===== config.mk =====
export PLATFORM = sky130hd
export DESIGN_NAME = pci_cmd_decode
export DESIGN_NICKNAME = d
export VERILOG_FILES = /design/src/rtl/pci_chk_pkg.sv /design/src/rtl/pci_cmd_decode.sv
export SDC_FILE = /design/constraint.sdc
export NUM_CORES = 1
export LEC_CHECK = 0
export BUFFER_PORTS_ARGS = -buffer_cell sky130_fd_sc_hd__buf_2
export CAP_MARGIN = 15
export CORE_AREA = 2 2 39 41
export DETAILED_ROUTE_END_ITERATION = 10
export DIE_AREA = 0 0 41 43
export GPL_TIMING_DRIVEN = 0
export PLACE_DENSITY = 0.3
export SLEW_MARGIN = 20
export SYNTH_ARGS = -nofsm -noshare
export SYNTH_HDL_FRONTEND = slang
export SYNTH_SLANG_ARGS = --single-unit

===== constraint.sdc =====
create_clock -name vclk -period 0.8
set_clock_uncertainty 0.15 [all_clocks]
set_input_delay 0.08 -clock vclk [all_inputs]
set_output_delay 0.08 -clock vclk [all_outputs]
set_load 0.02 [all_outputs]

===== src/rtl/pci_chk_pkg.sv =====
package pci_chk_pkg;

   localparam int CMD_W  = 4;
   localparam int NRULE  = 6;

   localparam logic [CMD_W-1:0] C_IO_RD   = 4'b0010;
   localparam logic [CMD_W-1:0] C_IO_WR   = 4'b0011;
   localparam logic [CMD_W-1:0] C_RSV_A   = 4'b0100;
   localparam logic [CMD_W-1:0] C_RSV_B   = 4'b0101;
   localparam logic [CMD_W-1:0] C_MEM_RD  = 4'b0110;
   localparam logic [CMD_W-1:0] C_MEM_WR  = 4'b0111;
   localparam logic [CMD_W-1:0] C_RSV_C   = 4'b1000;
   localparam logic [CMD_W-1:0] C_RSV_D   = 4'b1001;
   localparam logic [CMD_W-1:0] C_CFG_RD  = 4'b1010;
   localparam logic [CMD_W-1:0] C_CFG_WR  = 4'b1011;
   localparam logic [CMD_W-1:0] C_MEM_RDM = 4'b1100;
   localparam logic [CMD_W-1:0] C_DUALADR = 4'b1101;
   localparam logic [CMD_W-1:0] C_MEM_RDL = 4'b1110;
   localparam logic [CMD_W-1:0] C_MEM_WAI = 4'b1111;

   typedef enum int unsigned {
      RULE_RSVD   = 0,
      RULE_DAC2   = 1,
      RULE_IOALN  = 2,
      RULE_CFGTY  = 3,
      RULE_MWI    = 4,
      RULE_ORDER  = 5
   } rule_e;

   typedef struct packed {
      logic rsvd;
      logic dac;
      logic io;
      logic cfg_badtype;
      logic mwi_nonlin;
      logic mem_rsv_ord;
   } cmd_class_t;

endpackage


===== src/rtl/pci_cmd_decode.sv =====
module pci_cmd_decode
   import pci_chk_pkg::*;
#(
   parameter int ADLO_W = 2
) (
   input  logic [CMD_W-1:0]  cmd,
   input  logic [ADLO_W-1:0] ad_lo,
   output cmd_class_t        cls
);

   logic is_mem;

   always_comb begin
      is_mem = (cmd == C_MEM_RD)  || (cmd == C_MEM_WR)  ||
               (cmd == C_MEM_RDM) || (cmd == C_MEM_RDL) ||
               (cmd == C_MEM_WAI);
      cls.rsvd        = (cmd == C_RSV_A) || (cmd == C_RSV_B) ||
                        (cmd == C_RSV_C) || (cmd == C_RSV_D);
      cls.dac         = (cmd == C_DUALADR);
      cls.io          = (cmd == C_IO_RD) || (cmd == C_IO_WR);
      cls.cfg_badtype = ((cmd == C_CFG_RD) || (cmd == C_CFG_WR)) && ad_lo[1];
      cls.mwi_nonlin  = (cmd == C_MEM_WAI) && (ad_lo != '0);
      cls.mem_rsv_ord = is_mem && ad_lo[0];
   end

endmodule


==> summary.md <==
| Metric | Value |
|---|---|
| Status | finished with violations |
| Failing checks | setup timing |
| Worst setup EP type | output pin |
| M3 GR Usage | 0.0157 |
| Chip width | 41 um |
| DRC Markers | 0 |
| Total number of vias | 138 |
| Synth area leader | nor3b_1 |
| Syn Area/Cell | 6.82 um2 |
| Initial core utilization | 0.0542 |
| Cell Area, Synth | around 75 um2 |
| HP Start | cmd[2] |
| Crit Path Class | in -> out |
| Gate Count Post-Synth | 11 |
| Clock buffers | 0 |
| Required time of the critical path | 0.57 ns |
| Top-area cell type share of the netlist area | 0.200 |
| I/O Buffers | 12 |
| Min-Delay Endpoint | cls[3] |
| Psw | 0.0539 mW |
| Worst Hold Depth | 3 |
| GRT Residual Overflow | 0 |
| M1 GR Usage | 0.0633 |
| Area share of fa/ha/maj cells after synthesis | 0 |
| Row cnt | 14 |
| Main area contributors after synthesis | nor3b_1 20%, nor3b_2 17%, o211a_1 13%, xnor2_1 12%, nor2_1 10% |
| Drt wl/cell | 9.18 um |
| Max Cap Viol | 0 |
| Pins over their slew limit | 0 |
| Area of the multi-input gates | 105 um2 |
| Final Worst Setup Slack | -0.0607 ns |
| FF/Latch Area | 0 um2 |
| Cell-internal power | 0.0708 mW |
| Met2 Track Usage GR | 0.0594 |
| Switching Share | 0.432 |
| Comb power frac | 1.000 |
| Pleak | 0.119 nW |
| Die Height | 43 um |
| RSZ-0062 raised after global routing | true |
| Core Region | 1380 um2 |
| Die area | 1760 um2 |
| Compound-cell area share of the yosys netlist | 0.133 |
| CP arrival | 0.63 ns |
| Setup violations, final | 4 |
| Synth-to-Final Area Change | 237% |
| Worst slew pin tran | 0.145 ns |
| HP Class | in -> out |
| Detailed Place HPWL | 304 um |
| Synth Area in Simple Gates | 0.750 |
| PD cells | 493 nW/um2 |
| # placed instances | 39 |
| Share of post-route cells with drive strength above 1 | 0.833 |
| Fin cells | 40 |
| Register share of total power | 0 |
| Yosys cell types | 9 |
| Clock power share | 0 |
| Wirelength, routed | 367 um |
| Largest net degree at the start of global routing | 6 |
| Period minus WS final | 0.861 ns |
| Max Clock Freq | 1160 MHz |
| Synth Area in XOR/XNOR | 0.117 |
| Vias in the first global route | 150 |
| Critical Path Start Type | primary input |
| Post-synthesis mux area share | 0 |
| Crit-path max FO | 5 |
| IO Pins | 12 |
| Final Wtd Congestion | 0.575 |
| Mapped Nets | 17 |
| Final Cycle Share | 1.08 |
| Worst vdd ir | about 0.13 mV |
| Initial antenna violation count | 0 |
| Fin util | 0.183 |
| First-pass DRT Iterations | 1 |
| Filler instances | 164 |
| Tot GR Track Use | 0.0420 |
| TNS Setup | -0.136 ns |
| Top cells by count, synth | 2 x nor2_1, 2 x nor3b_1 |
| First-pass GRT wire length | 565 um |
| Headroom to the max-slew limit | 0.903 |
| Largest family of logic cells by synthesized area | simple AND/OR/NAND/NOR gates |
| Sequential area share after synthesis | 0 |
| N_diodes | 0 |
| Synthesis Warnings | 0 |
| Fin. Hold Viols | 0 |
| Routed Antenna Nets | 0 |
| Nets | 32 |
| Busiest layer in global routing | met1 |
| First-iteration detailed-routing DRC count | 0 |
| Vias per Instance | 3.45 |
| Sequential cell count | 0 |
-- power groups by stage --
| stage | registers, mW | logic (mW) | clock network (mW) |
|---|---|---|---|
| 3_5_place_dp | 0 | 0.0817 | 0 |
| 3_3_place_gp | 0 | 0.0805 | 0 |
| 6_report | 0 | 0.125 | 0 |
| 2_1_floorplan | 0 | 0.0416 | 0 |
| 4_1_cts | 0 | 0.109 | 0 |
| 5_1_grt | 0 | 0.134 | 0 |
-- cells in the final DEF, fill, tap and decap left out --
cell type,synthesis,routed
buf_6,0,2
nor3_2,0,1
buf_2,0,2
buf_12,0,1
nor3b_2,1,3
nand2_4,0,1
buf_4,0,6
buf_8,0,2
nand2_2,1,1
xnor2_1,1,1
o211a_1,1,1
nor2b_4,0,1
nor2_1,2,2
-- per-layer routing --
layer	vias up	wire length, um
met2	12	133
met1	60	155
met4	0	0
li1	66	-
met3	0	77
met5	-	0
-- logic make-up (layout without fill, tap and decap cells) --
logic type      after synthesis  count (layout)
buf+inv                       0              13
compound gates                1               1
xor+xnor                      1               1
simple gates                  9               9
-- how the worst max path moves through the flow --
stage	depth (start not counted)	slack (ns)	start	end
final	4	-0.06	cmd[3]	cls[0]
after global routing	4	-0.08	cmd[3]	cls[3]
after CTS	4	-0.08	cmd[3]	cls[0]
after detailed placement	4	-0.13	cmd[3]	cls[2]
after global placement	4	-0.12	cmd[3]	cls[0]
after floorplan	2	0.06	cmd[3]	cls[2]
-- repair_timing --
action | 4_1_cts | 5_1_grt
gates cloned | 0 | 0
setup endpoints to repair | 6 | 6
setup buffers | 1 | 0
hold endpoints to repair | 0 | 0
pin swaps | 3 | 4
gates resized for setup | 15 | 7
hold buffers | 0 | 0
-- through the flow --
stage | cell area [um2] | setup slack (ns) | total power, mW | hold slack [ns]
final | 253 | -0.0607 | 0.125 | 0.285
after global routing | 253 | -0.0814 | 0.134 | 0.300
after CTS | 226 | -0.0849 | 0.109 | 0.304
after detailed placement | 170 | -0.130 | 0.0817 | 0.336
after global placement | 170 | -0.116 | 0.0805 | 0.334
after floorplan | 90.1 | 0.0639 | 0.0416 | 0.0611
-- area by class of cell --
| class | instances | share of cell area |
|---|---|---|
| tap | 16 | 0.0792 |
| multi-input combinational | 11 | 0.416 |
| timing repair buffer | 13 | 0.505 |
-- critical path: stages --
cell and delay, ns:
buf_8 0.10, nor2b_4 0.11, o211a_1 0.20, buf_6 0.13
Note: power is estimated with default switching activity, not from simulation.
